$ cat config.mk
export PLATFORM = sky130hd
export DESIGN_NAME = dhms_rtc
export DESIGN_NICKNAME = d
export VERILOG_FILES = /design/src/rtl/dhms_pkg.sv /design/src/rtl/dhms_digit.sv /design/src/rtl/dhms_match.sv /design/src/rtl/dhms_rtc.sv
export SDC_FILE = /design/constraint.sdc
export NUM_CORES = 1
export LEC_CHECK = 0
export ABC_AREA = 1
export BUFFER_PORTS_ARGS = -buffer_cell sky130_fd_sc_hd__buf_2
export CELL_PAD_IN_SITES_DETAIL_PLACEMENT = 1
export CELL_PAD_IN_SITES_GLOBAL_PLACEMENT = 1
export CORE_MARGIN = 8
export CORE_UTILIZATION = 45
export CTS_CLUSTER_DIAMETER = 30
export DETAILED_ROUTE_END_ITERATION = 8
export PLACE_DENSITY_LB_ADDON = 0.1
export SKIP_CTS_REPAIR_TIMING = 1
export SYNTH_ARGS = -nofsm -noshare
export SYNTH_HDL_FRONTEND = slang
export SYNTH_HIERARCHICAL = 1
export SYNTH_SLANG_ARGS = --single-unit
$ cat constraint.sdc
create_clock -name clk -period 6.7 [get_ports clk]
set_input_delay 1.34 -clock clk [delete_from_list [all_inputs] [get_ports clk]]
set_output_delay 1.34 -clock clk [all_outputs]
set_load 0.02 [all_outputs]
$ cat src/rtl/dhms_pkg.sv
package dhms_pkg;
  localparam int SEC_W = 6;
  localparam int MIN_W = 6;
  localparam int HR_W  = 5;
  localparam int BUS_W = 16;
  localparam int ADR_W = 6;

  localparam logic [ADR_W-1:0] OFS_HM    = 6'h00;
  localparam logic [ADR_W-1:0] OFS_SEC   = 6'h04;
  localparam logic [ADR_W-1:0] OFS_AHM   = 6'h08;
  localparam logic [ADR_W-1:0] OFS_ASEC  = 6'h0C;
  localparam logic [ADR_W-1:0] OFS_CTRL  = 6'h10;
  localparam logic [ADR_W-1:0] OFS_STAT  = 6'h14;
  localparam logic [ADR_W-1:0] OFS_DAY   = 6'h20;
  localparam logic [ADR_W-1:0] OFS_ADAY  = 6'h24;

  localparam int RUN_BIT = 7;
  localparam int HIT_BIT = 2;

  // next value of a modulo field: at or above its last value it returns to zero
  function automatic int unsigned field_bump(input int unsigned v, input int unsigned last);
    return (v >= last) ? 0 : v + 1;
  endfunction

  function automatic logic field_ends(input int unsigned v, input int unsigned last);
    return v >= last;
  endfunction
endpackage

$ cat src/rtl/dhms_digit.sv
module dhms_digit
  import dhms_pkg::*;
#(
  parameter int W    = 6,
  parameter int LAST = 59
) (
  input  logic         clk,
  input  logic         rst_n,
  input  logic         inc,
  input  logic         ld,
  input  logic [W-1:0] ld_val,
  output logic [W-1:0] val,
  output logic [W-1:0] nxt,
  output logic         carry
);
  always_comb begin
    carry = inc && field_ends(int'(val), LAST);
    nxt   = inc ? W'(field_bump(int'(val), LAST)) : val;
  end

  always_ff @(posedge clk) begin
    if (!rst_n)  val <= '0;
    else if (ld) val <= ld_val;
    else         val <= nxt;
  end

  // a field at its last value returns to zero on an increment
  assert_field_wrap_R3: assert property (@(posedge clk) disable iff (!rst_n)
    (inc && !ld && val == W'(LAST)) |=> (val == '0));

  // without increment or load, the field holds
  assert_field_hold_R5: assert property (@(posedge clk) disable iff (!rst_n)
    (!inc && !ld) |=> $stable(val));

  // a load always lands
  assert_load_lands_R6: assert property (@(posedge clk) disable iff (!rst_n)
    ld |=> (val == $past(ld_val)));
endmodule

$ cat src/rtl/dhms_match.sv
module dhms_match
  import dhms_pkg::*;
#(
  parameter int DAY_W = 16
) (
  input  logic             clk,
  input  logic             rst_n,
  input  logic             step,
  input  logic [SEC_W-1:0] t_sec,
  input  logic [MIN_W-1:0] t_min,
  input  logic [HR_W-1:0]  t_hr,
  input  logic [DAY_W-1:0] t_day,
  input  logic [SEC_W-1:0] a_sec,
  input  logic [MIN_W-1:0] a_min,
  input  logic [HR_W-1:0]  a_hr,
  input  logic [DAY_W-1:0] a_day,
  output logic             hit,
  output logic             evt
);
  logic same;

  always_comb begin
    same = (t_sec == a_sec) && (t_min == a_min) && (t_hr == a_hr) && (t_day == a_day);
    hit  = step && same;
  end

  always_ff @(posedge clk) begin
    if (!rst_n) evt <= 1'b0;
    else        evt <= hit;
  end

  // an event only follows an accepted step
  assert_evt_after_step_R8: assert property (@(posedge clk) disable iff (!rst_n)
    evt |-> $past(step));

  // the event lasts a single cycle
  assert_evt_single_R7: assert property (@(posedge clk) disable iff (!rst_n)
    evt |=> !evt);
endmodule

$ cat src/rtl/dhms_rtc.sv
module dhms_rtc
  import dhms_pkg::*;
#(
  parameter int DAY_W = 16
) (
  input  logic             clk,
  input  logic             rst_n,
  input  logic [ADR_W-1:0] bus_addr,
  input  logic             bus_we,
  input  logic [BUS_W-1:0] bus_wdata,
  output logic [BUS_W-1:0] bus_rdata,
  input  logic             tick_1s,
  output logic             alarm_evt
);
  localparam int DAY_LAST = (1 << DAY_W) - 1;

  logic             run_en;
  logic             hit_flag;
  logic [SEC_W-1:0] al_sec;
  logic [MIN_W-1:0] al_min;
  logic [HR_W-1:0]  al_hr;
  logic [DAY_W-1:0] al_day;

  logic ld_hm, ld_sec, ld_day, ld_ahm, ld_asec, ld_aday, ld_ctrl, ld_stat;
  logic step, hit, clr_hit;

  logic [SEC_W-1:0] cur_sec, nx_sec;
  logic [MIN_W-1:0] cur_min, nx_min;
  logic [HR_W-1:0]  cur_hr,  nx_hr;
  logic [DAY_W-1:0] cur_day, nx_day;
  logic c_sec, c_min, c_hr, c_day;

  always_comb begin
    ld_hm   = bus_we && (bus_addr == OFS_HM);
    ld_sec  = bus_we && (bus_addr == OFS_SEC);
    ld_day  = bus_we && (bus_addr == OFS_DAY);
    ld_ahm  = bus_we && (bus_addr == OFS_AHM);
    ld_asec = bus_we && (bus_addr == OFS_ASEC);
    ld_aday = bus_we && (bus_addr == OFS_ADAY);
    ld_ctrl = bus_we && (bus_addr == OFS_CTRL);
    ld_stat = bus_we && (bus_addr == OFS_STAT);
    clr_hit = ld_stat && bus_wdata[HIT_BIT];
    step    = tick_1s && run_en && !(ld_hm || ld_sec || ld_day);
  end

  dhms_digit #(.W(SEC_W), .LAST(59)) u_sec (
    .clk(clk), .rst_n(rst_n), .inc(step), .ld(ld_sec),
    .ld_val(bus_wdata[SEC_W-1:0]), .val(cur_sec), .nxt(nx_sec), .carry(c_sec));

  dhms_digit #(.W(MIN_W), .LAST(59)) u_min (
    .clk(clk), .rst_n(rst_n), .inc(c_sec), .ld(ld_hm),
    .ld_val(bus_wdata[MIN_W-1:0]), .val(cur_min), .nxt(nx_min), .carry(c_min));

  dhms_digit #(.W(HR_W), .LAST(23)) u_hr (
    .clk(clk), .rst_n(rst_n), .inc(c_min), .ld(ld_hm),
    .ld_val(bus_wdata[8+HR_W-1:8]), .val(cur_hr), .nxt(nx_hr), .carry(c_hr));

  dhms_digit #(.W(DAY_W), .LAST(DAY_LAST)) u_day (
    .clk(clk), .rst_n(rst_n), .inc(c_hr), .ld(ld_day),
    .ld_val(bus_wdata[DAY_W-1:0]), .val(cur_day), .nxt(nx_day), .carry(c_day));

  dhms_match #(.DAY_W(DAY_W)) u_match (
    .clk(clk), .rst_n(rst_n), .step(step),
    .t_sec(nx_sec), .t_min(nx_min), .t_hr(nx_hr), .t_day(nx_day),
    .a_sec(al_sec), .a_min(al_min), .a_hr(al_hr), .a_day(al_day),
    .hit(hit), .evt(alarm_evt));

  always_ff @(posedge clk) begin
    if (!rst_n) begin
      run_en   <= 1'b0;
      hit_flag <= 1'b0;
      al_sec   <= '0;
      al_min   <= '0;
      al_hr    <= '0;
      al_day   <= '0;
    end else begin
      if (ld_ctrl) run_en <= bus_wdata[RUN_BIT];
      if (ld_ahm) begin
        al_hr  <= bus_wdata[8+HR_W-1:8];
        al_min <= bus_wdata[MIN_W-1:0];
      end
      if (ld_asec) al_sec <= bus_wdata[SEC_W-1:0];
      if (ld_aday) al_day <= bus_wdata[DAY_W-1:0];
      if (hit)          hit_flag <= 1'b1;
      else if (clr_hit) hit_flag <= 1'b0;
    end
  end

  always_comb begin
    bus_rdata = '0;
    case (bus_addr)
      OFS_HM:   begin bus_rdata[8+HR_W-1:8] = cur_hr; bus_rdata[MIN_W-1:0] = cur_min; end
      OFS_SEC:  bus_rdata[SEC_W-1:0] = cur_sec;
      OFS_AHM:  begin bus_rdata[8+HR_W-1:8] = al_hr; bus_rdata[MIN_W-1:0] = al_min; end
      OFS_ASEC: bus_rdata[SEC_W-1:0] = al_sec;
      OFS_CTRL: bus_rdata[RUN_BIT] = run_en;
      OFS_STAT: bus_rdata[HIT_BIT] = hit_flag;
      OFS_DAY:  bus_rdata[DAY_W-1:0] = cur_day;
      OFS_ADAY: bus_rdata[DAY_W-1:0] = al_day;
      default:  bus_rdata = '0;
    endcase
  end

  // an event always comes with the status flag set
  assert_evt_sets_flag_R7: assert property (@(posedge clk) disable iff (!rst_n)
    alarm_evt |-> hit_flag);

  // the enable bit reads back as written
  assert_enable_readback_R5: assert property (@(posedge clk) disable iff (!rst_n)
    ld_ctrl |=> (run_en == $past(bus_wdata[RUN_BIT])));

  // a time write holds off the step on the seconds field
  assert_write_over_tick_R6: assert property (@(posedge clk) disable iff (!rst_n)
    (ld_sec && tick_1s) |=> (cur_sec == $past(bus_wdata[SEC_W-1:0])));

  // the flag only drops through a clearing write
  assert_flag_sticky_R9: assert property (@(posedge clk) disable iff (!rst_n)
    (hit_flag && !clr_hit) |=> hit_flag);
endmodule

* Word level (Yosys, flattened, before mapping) *
Cells that the tools add are included.
Widths: inputs -> output; s select.

word-level totals
  register bits = 69
  input port bits = 26
  output and inout port bits = 17
  word-level logic and storage cells = 74

cells by class
  add/subtract/negate cells = 4
  $lt $le $gt $ge = 4
  eq/ne operators = 11
  mux-type cells = 21
  reductions and logical operators = 23

operator list
  cell                   count
  $mux 16                3
  $mux 6                 6
  $pmux 5 s4             1
  $logic_and 1x1->1      18
  $pmux 3 s6             1
  $add 16x1->16 const B  1
  $eq 16x16->1           1
  $ge 16x16->1 const B   1
  $mux 5                 3
  $add 6x1->6 const B    2
  $eq 6x4->1 const B     2
  $eq 6x5->1 const B     2
  $eq 6x6->1             2
  $eq 6x6->1 const B     2
  $ge 6x6->1 const B     2
  $pmux 2 s6             1
  $pmux 1 s7             1
  $eq 6x3->1 const B     1
  $logic_not 6->1        1
  $pmux 3 s2             1
  $add 5x1->5 const B    1
  $eq 5x5->1             1
  $ge 5x5->1 const B     1
  $pmux 1 s3             1
  other kinds (5)        7

* Longest topological paths before layout *
Gate-level depths: netlist of run 1.

  depth in word-level cells = 14
  depth in mapped cells = 30

* Cells and area by module *
Netlist of run 1, hierarchy kept.

modules (own cells, without submodules)
  module                  times used  cells an instance  area an instance (um^2)
  dhms_rtc                1           377                2197.1
  dhms_digit (u_day)      1           180                1108.6
  dhms_digit (u_min ...)  2           61                 379.1
  dhms_match              1           151                649.4
  dhms_digit (u_hr)       1           67                 386.6

* Worst setup path before layout of run 1 *
OpenSTA, ideal clock, no wires.

  kind = in2reg
  start point = input bus_addr[4]
  end point = register hit_flag
  arrival time = 4.700 ns
  setup slack = 1.930 ns
  cell stages on the path = 30
  buffers on the path = 1
  cells stage by stage = nor2_1 buf_2 nand3_1 nor2_1 or2_2 nor2_1 nand2_1 inv_1 nand2_1 inv_1 nand3_1 inv_1 inv_2 nor2_2 nand2_2 nor2_4 nand2_1 nand2_1 nand3_2 inv_1 inv_1 nand2_1 nand2_1 nor2_1 nand2_1 nor2_1 nand3_1 nor2_1 inv_1 a21oi_1

between the ends
  word-level cells in the longest chain between the ends = 14

RTL lines
  what                                         RTL line          RTL
  from (decl)                                  dhms_rtc.sv:8     input logic [ADR_W-1:0] bus_addr,
  $logic_not 6->1 (*)                          dhms_rtc.sv:34    ld_hm = bus_we && (bus_addr == OFS_HM);
  $logic_and 1x1->1 (*)                        dhms_rtc.sv:34
  via ld_hm                                    dhms_rtc.sv:24    logic ld_hm, ld_sec, ld_day, ld_ahm, ld_asec, ld_aday, ld_ctrl, ld_stat;
  $logic_or 1x1->1 (*) (2 in a row)            dhms_rtc.sv:43    step = tick_1s && run_en && !(ld_hm || ld_sec || ld_day);
  $logic_not 1->1 (*)                          dhms_rtc.sv:43
  $logic_and 1x1->1 (*)                        dhms_rtc.sv:43
  via step                                     dhms_rtc.sv:25    logic step, hit, clr_hit;
  $logic_and 1x1->1 (*)                        dhms_digit.sv:17  carry = inc && field_ends(int'(val), LAST);
  via c_sec                                    dhms_rtc.sv:31    logic c_sec, c_min, c_hr, c_day;
  [1 not listed]                               --
  via c_min                                    dhms_rtc.sv:31
  [1 not listed]                               --
  via c_hr                                     dhms_rtc.sv:31
  $mux 16 (*)                                  dhms_digit.sv:18  nxt = inc ? W'(field_bump(int'(val), LAST)) : val;
  via nx_day[13]                               dhms_rtc.sv:30    logic [DAY_W-1:0] cur_day, nx_day;
  $eq 16x16->1 (*)                             dhms_match.sv:23  same = (t_sec == a_sec) && (t_min == a_min) && (t_hr == a_hr) && (t_day == a_day);
  $logic_and 1x1->1 (*)                        dhms_match.sv:23
  $logic_and 1x1->1 (*)                        dhms_match.sv:24  hit = step && same;
  via hit                                      dhms_rtc.sv:25
  $mux 1 or $reduce_bool 2->1 (tied branches)  --
  to (signal assigned)                         dhms_rtc.sv:71    hit_flag <= 1'b0;
  to (signal assigned)                         dhms_rtc.sv:84    if (hit) hit_flag <= 1'b1;
  to (signal assigned)                         dhms_rtc.sv:85    else if (clr_hit) hit_flag <= 1'b0;
  to (decl)                                    dhms_rtc.sv:18    logic hit_flag;

The timed path passes the listed nets; every way through them passes the cells marked *.
A chain may end at the register's enable or synchronous reset.

* Worst setup path after layout of run 1 *
Ends and elaborated chain as after synthesis.

==> results of run 1 <==
## area by class of cell
type                            count  share of cell area
Clock buffer                       12              0.0429
Inverter                          158               0.103
Tap cell                          143              0.0311
Clock inverter                      4              0.0166
Multi-Input combinational cell    638               0.519
Timing Repair Buffer               50              0.0470
Sequential cell                    69               0.240
## tightest hold or removal path, cell delays in order (launching register included)
cell	delay (ns)
dfxtp_1	0.31
nand2_1	0.06
a21oi_1	0.05
## worst max path at each step
stage                     start        to  slack [ns]  cells after the start
floorplan           bus_addr[4]  hit_flag        1.93                     30
global placement    bus_addr[4]  hit_flag        1.01                     29
detailed placement  bus_addr[4]  hit_flag        0.80                     29
CTS                 bus_addr[4]  hit_flag        1.12                     29
global route             bus_we  hit_flag        0.63                     27
finish              bus_addr[4]  hit_flag        1.01                     29
## registers in the layout (all words and copies together), names as in the netlist
signal       count
al_min           6
u_sec/val        6
al_hr            5
hit_flag         1
u_match/evt      1
al_day          16
run_en           1
u_min/val        6
u_hr/val         5
u_day/val       16
al_sec           6
## power groups by stage
stage,clock network (mW),logic (mW),registers [mW]
final,0.565,0.0858,0.418
after CTS,0.573,0.0839,0.417
after global placement,0,0.0808,0.426
after detailed placement,0,0.0827,0.426
after floorplan,0,0.0479,0.425
after global routing,0.584,0.0920,0.418
## placed cells by master, fill, tap and decap left out, types with 5 or more instances in the layout
cell type	n
nand4_1	50
buf_4	8
nor2_4	6
o21ai_0	37
nand2_1	233
dfxtp_1	69
nor2_1	155
a21oi_1	25
o21ai_1	8
inv_1	152
nand3_1	67
buf_2	42
a21oi_2	5
nand2_2	8
xnor2_1	7
nor2_2	8
or2_2	6
clkbuf_16	9
## per-stage QoR
| step | total power, mW | setup WS [ns] | std cells | hold slack [ns] |
|---|---|---|---|---|
| 2_1_floorplan | 0.473 | 1.93 | 896 | 0.436 |
| 6_report | 1.07 | 1.01 | 1074 | 0.471 |
| 5_1_grt | 1.09 | 0.629 | 1074 | 0.502 |
| 3_3_place_gp | 0.507 | 1.01 | 1058 | 0.458 |
| 4_1_cts | 1.07 | 1.12 | 1074 | 0.473 |
| 3_5_place_dp | 0.509 | 0.800 | 1058 | 0.466 |
## per-layer routing
metal	global-route usage	vias to the layer above	part of all wire
li1	-	2852	-
met4	0.108	0	0.026
met2	0.449	181	0.47
met5	0	-	0
met3	0.0575	37	0.063
met1	0.361	2899	0.44
==> metrics, run 1 <==
status complete, no violations; Multi-input gate area a little under 3000 µm²; Post-DP Area 5400 µm²; endpoint class of the critical path flop; worst r2r path cells 25; maximum buffer depth of the clock tree 2; H-tree depth 3; Cell Area, Synth approximately 5100 µm²; RSZ-0062 raised after global routing no; final worst path period share 0.849; Fin. Hold Viols 0; Rel. slew slack 0.241; share of cells above drive strength 1 0.114; fin crit period 5.69 ns; Peak Freq 176 MHz; Die Width between 100 and 150 µm; critical path type input pin to flop; Reg area 1380 µm²; clk_skew between 0.009 and 0.01 ns; Crit Reg-Reg Startpoint run_en; largest net degree at the start of global routing 67; Power Density roughly 190 nW/µm²; Startpoint Class input pin; worst path bufs/invs 8; CTS tree done; dpl hpwl 15.2 mm; critical path arrival between 5 and 6 ns; total CTS buffers 9; final-report max-slew violation count 0; Placer Congestion roughly 1; Min-Delay Path Class flop to flop; Cells after Synth about 900; clk sinks a little under 70; Layout Utilization 0.512; Worst Hold End hit_flag; wirelength, routed a little over 20 mm; min-delay src hit_flag; clock latency on the worst-skew pair roughly 0.35 ns; worst stage delay on the critical path 0.40 ns; # DRC 0; Slew @ Worst Pin between 1 and 1.5 ns; Crit Reg-Reg Endpoint hit_flag; Peak VDD IR about 0.00017 V; gr ovfl total 0; Synthesized Nets 926; Pint just over 0.8 mW; Die Ht between 100 and 150 µm; DRT iter0 DRCs between 400 and 500; Avg WL per Cell ~19 µm; WHS Path Cells 2; CP max-delay cell nor2_1; clock power share 0.529; CP delay by family, top simple AND/OR/NAND/NOR gates; TNS Setup 0 ns; io pins between 40 and 50; combinational power share 0.080; Sw Pwr 0.259 mW; Avg Vias per Cell between 5 and 6; leakage approximately 2.8 nW; die area 15000 µm²; WP data required around 7 ns; Reg clk slew, reported paths around 0.060 ns; Reg2Reg Setup Slack approximately 2.1 ns; Post-Syn Area per Cell around 5.7 µm²; first drt pass iteration count 5; via count between 5000 and 6000; first-pass GRT wire length 32.0 mm; ANT cells 0; post-route cell area about 5700 µm²; fin nets between 900 and 1000; Initial Util 0.454; Core Rows 39; synthesis-to-finish area growth 12.7%; Critical Path Fanout Max 14; yosys warns 6; All-Layer GR Usage 0.279; number of global-route vias before repair around 6000; sequential power share 0.391; CTS Root Cell clkbuf_16; Placeable Area between 10000 and 15000 µm²; # Max-Cap Violations 0; port bufs 42; initial antenna violation count 0; fillers about 1600; crit-path most repeated cell nand2_1; count of final setup violators 0; Detail Route Antenna Nets 0; Sw Ratio 0.243
No activity file was read; power rests on OpenSTA's default activity.
==> run 2, diff against run 1 <==
- CORE_UTILIZATION: 45 -> 38
- clock period: 6.7 -> 4.7 ns (I/O delays scaled with it)
==> run 2 against run 1 <==
Against the previous run: combinational power grew 47%; clock power up 21%; clock skew decreased by 0.0046 ns; first-iteration DRC count is 6.2% lower; sequential share of layout area is 0.20 points lower; die area is 16% higher; critical path type unchanged; highest routed layer unchanged.
==> metrics, run 2 (same netlist as run 1, synthesis figures left out) <==
Reg area 1380 µm² (unchanged); Worst Hold End hit_flag; share of cells above drive strength 1 0.123 (+0.00875); status complete, no violations; Die Ht 132 µm (+7.7%); Die Width 132 µm (+7.7%); clk sinks 69 (unchanged); Fin. Hold Viols 0 (unchanged); crit-path most repeated cell nand2_1; final-report max-slew violation count 0 (unchanged); dpl hpwl 15.8 mm (+4.1%); clk_skew 0.00516 ns (-0.00463 ns); most frequent cells in the layout nand2_1 (233), nor2_1 (155), inv_1 (150); worst stage delay on the critical path 0.27 ns (-0.13 ns); min-delay src hit_flag; Placer Congestion 0.924 (-7.3%); Peak Freq around 230 MHz; Power Density 243 nW/µm² (+30%); WP data required 4.98 ns (-2.00 ns); Placeable Area 13200 µm² (+18%); wirelength, routed 20.7 mm (+1.8%); Reg clk slew, reported paths 0.06 ns (about the same); io pins 43 (unchanged); worst r2r path cells 25 (unchanged); count of final setup violators 0 (unchanged); All-Layer GR Usage 0.239 (-0.0404); Min-Delay Path Class flop to flop; clock latency on the worst-skew pair 0.35 ns (about the same); CTS tree done; via count 5894 (-1.3%); critical path type input pin to flop; die area 17400 µm² (+16%); initial antenna violation count 0 (unchanged); CP max-delay cell or2_2; Detail Route Antenna Nets 0 (unchanged); Critical Path Fanout Max 7 (-7); overall power 1.41 mW (+31%); final worst path period share 0.927; leakage 2.86 nW (+0.37%); Multi-input gate area 2980 µm² (unchanged); fin nets 965 (+0.94%); Avg WL per Cell 18.6 µm (-1.9%); Peak VDD IR 0.000160 V (-3.8%); Worst Setup Slack, final 0.342 ns (-0.671 ns); top flop regs al_day x16, u_day/val x16; DRT iter0 DRCs 410 (-6.2%); Initial Util 0.386 (-0.0677); port bufs 42 (unchanged); first-pass GRT wire length 32.9 mm (+2.8%); Reg2Reg Setup Slack 0.88 ns (-1.24 ns); fillers 1891 (+16%); Post-Layout Cell Count 1114 (+3.7%); placed instance count 1100 (+4.0%); Crit Reg-Reg Startpoint run_en; total CTS buffers 9 (unchanged); gr ovfl total 0 (unchanged); ANT cells 0 (unchanged); number of global-route vias before repair 5931 (-1.9%); commonest non-fill, non-tap cell in the layout nand2_1; Rel. slew slack 0.276 (+0.0355); # DRC 0 (unchanged); largest net degree at the start of global routing 38 (-43%); fin crit period ~4.4 ns; Slew @ Worst Pin 1.08 ns (-0.0502 ns); Avg Vias per Cell 5.29 (-4.8%); WHS Path Cells 2 (unchanged); CTS Root Cell clkbuf_16; critical path arrival 4.64 ns (-1.33 ns); Startpoint Class input pin; dpl ws -0.0121 ns (-0.812 ns); Crit Reg-Reg Endpoint hit_flag; Core Rows 42 (+7.7%); synthesis-to-finish area growth 13.7%; # Max-Cap Violations 0 (unchanged); RSZ-0062 raised after global routing no; H-tree depth 3 (unchanged); endpoint class of the critical path flop; maximum buffer depth of the clock tree 2 (unchanged); first drt pass iteration count 5 (unchanged)
## run 2: cell count changes in the layout (fill, tap and decap cells not counted)
cell	previous run	this run
bufinv_16	3	1
inv_1	152	150
inv_2	2	4
buf_4	8	17
## run 2: per-layer routing
metal	GRT usage	wire, µm
met3	0.0446	870
met2	0.382	9630
met5	0	0
met4	0.0734	393
met1	0.318	9770
## run 2: stage by stage
step / hold slack [ns] / setup TNS [ns] / util / area [µm²]
after global routing: 0.523 / 0 / 0.439 / 5790
after floorplan: 0.436 / 0 / - / 5100
after CTS: 0.478 / 0 / 0.439 / 5790
after global placement: 0.457 / 0 / 0.418 / 5510
after detailed placement: 0.470 / -0.0121 / 0.418 / 5510
final: 0.478 / 0 / 0.439 / 5790
## run 2: power breakdown
part | leakage [nW] | switching, mW | internal (mW)
combinational | 2.16 | 0.0920 | 0.0337
sequential | 0.556 | 0.00584 | 0.589
clock | 0.139 | 0.265 | 0.419
## run 2: critical path: cells and delay by family
| family | cells | cell delay, ns |
|---|---|---|
| AO/OA/AOI/OAI | 1 | 0.12 |
| buffers and inverters | 7 | 0.82 |
| AND/OR/NAND/NOR | 20 | 2.74 |
## run 2: worst max path at each step
| stage | depth (start not counted) | slack, ns | endpoint | startpoint |
|---|---|---|---|---|
| floorplan | 30 | 0.33 | hit_flag | bus_addr[4] |
| global placement | 28 | 0.19 | hit_flag | bus_addr[2] |
| detailed placement | 28 | -0.01 | hit_flag | bus_addr[2] |
| CTS | 28 | 0.32 | hit_flag | bus_addr[2] |
| global route | 28 | 0.02 | hit_flag | bus_addr[2] |
| finish | 28 | 0.34 | hit_flag | bus_addr[2] |
## run 2: area by class of cell
class,instances,area share
Tap cell,176,0.0380
Clock inverter,2,0.00605
Inverter,158,0.102
Sequential cell,69,0.238
Multi-Input combinational cell,638,0.514
Clock buffer,12,0.0425
Timing Repair Buffer,59,0.0583
==> run 3, diff against run 2 <==
- CORE_UTILIZATION: 38 -> 45
- SETUP_SLACK_MARGIN: default -> 0.15
- clock period: 4.7 -> 5.13 ns (I/O delays scaled with it)
==> run 3 against run 2 <==
Against the previous run: first-iteration DRC count rose by 9.8%; cell area down 0.99%; utilization rose by 7.2 points; sequential power shrank 8.4%; cell count down 3.3%; sequential share of layout area increased by 0.24 points; critical path depth stayed put.
==> metrics, run 3 (same netlist as run 1, synthesis figures left out) <==
status complete, no violations; All-Layer GR Usage 0.277 (+0.0378); final-report max-slew violation count 0 (unchanged); Die Ht 122 µm (-7.1%); Placeable Area 11200 µm² (-15%); Initial Util 0.454 (+0.0677); Avg WL per Cell 19.1 µm (+3.2%); Peak Freq about 220 MHz; hold_ws 0.465 ns (-0.0129 ns); count of final setup violators 0 (unchanged); io pins 43 (unchanged); WP data required 5.40 ns (+0.42 ns); wirelength, routed 20.6 mm (-0.28%); H-tree depth 3 (unchanged); initial antenna violation count 0 (unchanged); fin nets 959 (-0.62%); ANT cells 0 (unchanged); overall power 1.33 mW (-5.1%); leakage 2.85 nW (-0.48%); clock latency on the worst-skew pair 0.35 ns (about the same); first-pass GRT wire length 31.7 mm (-3.7%); first drt pass iteration count 5 (unchanged); Multi-input gate area 2980 µm² (about the same); largest net degree at the start of global routing 39 (+2.6%); Fin. Hold Viols 0 (unchanged); critical path arrival 4.79 ns (+0.15 ns); final worst path period share 0.881; Crit Reg-Reg Startpoint u_sec/val[0]; share of cells above drive strength 1 0.120 (-0.00269); Reg clk slew, reported paths 0.06 ns (about the same); gr ovfl total 0 (unchanged); Critical Path Fanout Max 7 (unchanged); critical path type input pin to flop; endpoint class of the critical path flop; Die Width 122 µm (-7.1%); maximum buffer depth of the clock tree 2 (unchanged); fin crit period about 4.5 ns; # Max-Cap Violations 0 (unchanged); Core Rows 39 (-7.1%); via count 5904 (+0.17%); most frequent cells in the layout nand2_1 (232), nor2_1 (155), inv_1 (150); number of global-route vias before repair 5815 (-2.0%); worst r2r path cells 25 (unchanged); total CTS buffers 9 (unchanged); Slew @ Worst Pin 0.989 ns (-0.0951 ns); CTS Root Cell clkbuf_16; port bufs 42 (unchanged); WHS Path Cells 2 (unchanged); clk_skew 0.00782 ns (+0.00266 ns); CTS tree done; Placer Congestion 0.974 (+5.4%); Min-Delay Path Class flop to flop; die area 15000 µm² (-14%); min-delay src hit_flag; commonest non-fill, non-tap cell in the layout nand2_1; Peak VDD IR 0.000200 V (+25%); fillers 1640 (-13%); dpl hpwl 15.4 mm (-2.1%); Reg2Reg Setup Slack 1.23 ns (+0.35 ns); Rel. slew slack 0.340 (+0.0635); Crit Reg-Reg Endpoint hit_flag; Reg area 1380 µm² (unchanged); clk sinks 69 (unchanged); Worst Hold End hit_flag; TNS Setup 0 ns (unchanged); Power Density 232 nW/µm² (-4.2%); top flop regs al_day x16, u_day/val x16; DRT iter0 DRCs 450 (+9.8%); # DRC 0 (unchanged); Detail Route Antenna Nets 0 (unchanged); synthesis-to-finish area growth 12.6%; RSZ-0062 raised after global routing no; Avg Vias per Cell 5.48 (+3.6%); Startpoint Class input pin
==> run 3: cell types whose count changed in the layout (fill, tap and decap cells not counted), sizes merged <==
cell / previous run / this run
buf: 59 / 53
bufinv: 1 / 2
clkinv: 5 / 7
clkbuf: 12 / 11
==> run 3: worst max-delay path by stage <==
stage,start,slack [ns],to
floorplan,bus_addr[4],0.68,hit_flag
global placement,bus_addr[2],0.36,hit_flag
detailed placement,bus_addr[2],0.12,hit_flag
CTS,bus_addr[2],0.45,hit_flag
global route,bus_addr[2],0.23,hit_flag
finish,bus_addr[2],0.61,hit_flag
==> run 3: worst max-delay path: stages <==
cell	delay (ns)
buf_2	0.13
nor2_1	0.09
nand3_1	0.18
nor2_1	0.10
or2_2	0.28
nor2_1	0.13
nand2_1	0.10
inv_1	0.22
nand2_2	0.16
inv_2	0.18
nand3_1	0.26
inv_2	0.21
nand4_2	0.17
nor2_4	0.23
nand2_1	0.07
nand2_1	0.06
nand3_1	0.16
inv_1	0.13
inv_1	0.05
nand2_1	0.05
nand2_1	0.04
nor2_1	0.12
nand2_1	0.07
nor2_1	0.16
nand3_1	0.13
nor2_1	0.10
inv_1	0.04
a21oi_1	0.14
==> run 3: final cells by class <==
cell class / instances / share of cell area
Clock buffer: 11 / 0.0406
Clock inverter: 5 / 0.0131
Inverter: 158 / 0.103
Multi-Input combinational cell: 638 / 0.520
Sequential cell: 69 / 0.241
Tap cell: 143 / 0.0312
Timing Repair Buffer: 53 / 0.0510
==> run 3: metrics by stage <==
stage / cell area [µm²] / cells / utilization / setup WS [ns]
detailed placement: 5430 / 1061 / 0.484 / 0.121
floorplan: 5100 / 896 / - / 0.675
CTS: 5730 / 1077 / 0.511 / 0.450
finish: 5740 / 1077 / 0.511 / 0.610
global route: 5740 / 1077 / 0.511 / 0.227
global placement: 5430 / 1061 / 0.484 / 0.365
==> run 3: report_power, final <==
group          switching [mW]  internal [mW]  total, mW  leakage [nW]
combinational          0.0831         0.0297      0.113          2.14
clock                   0.251          0.424      0.675         0.153
sequential            0.00555          0.540      0.545         0.556
total                   0.340          0.993       1.33          2.85
==> run 3: layer usage <==
metal | share of wire | wire length (µm) | track usage | vias to the layer above
li1 | - | - | - | 2856
met1 | 0.45 | 9270 | 0.367 | 2844
met2 | 0.47 | 9610 | 0.448 | 174
met3 | 0.058 | 1200 | 0.0428 | 30
met4 | 0.026 | 535 | 0.0944 | 0
met5 | 0 | 0 | 0 | -
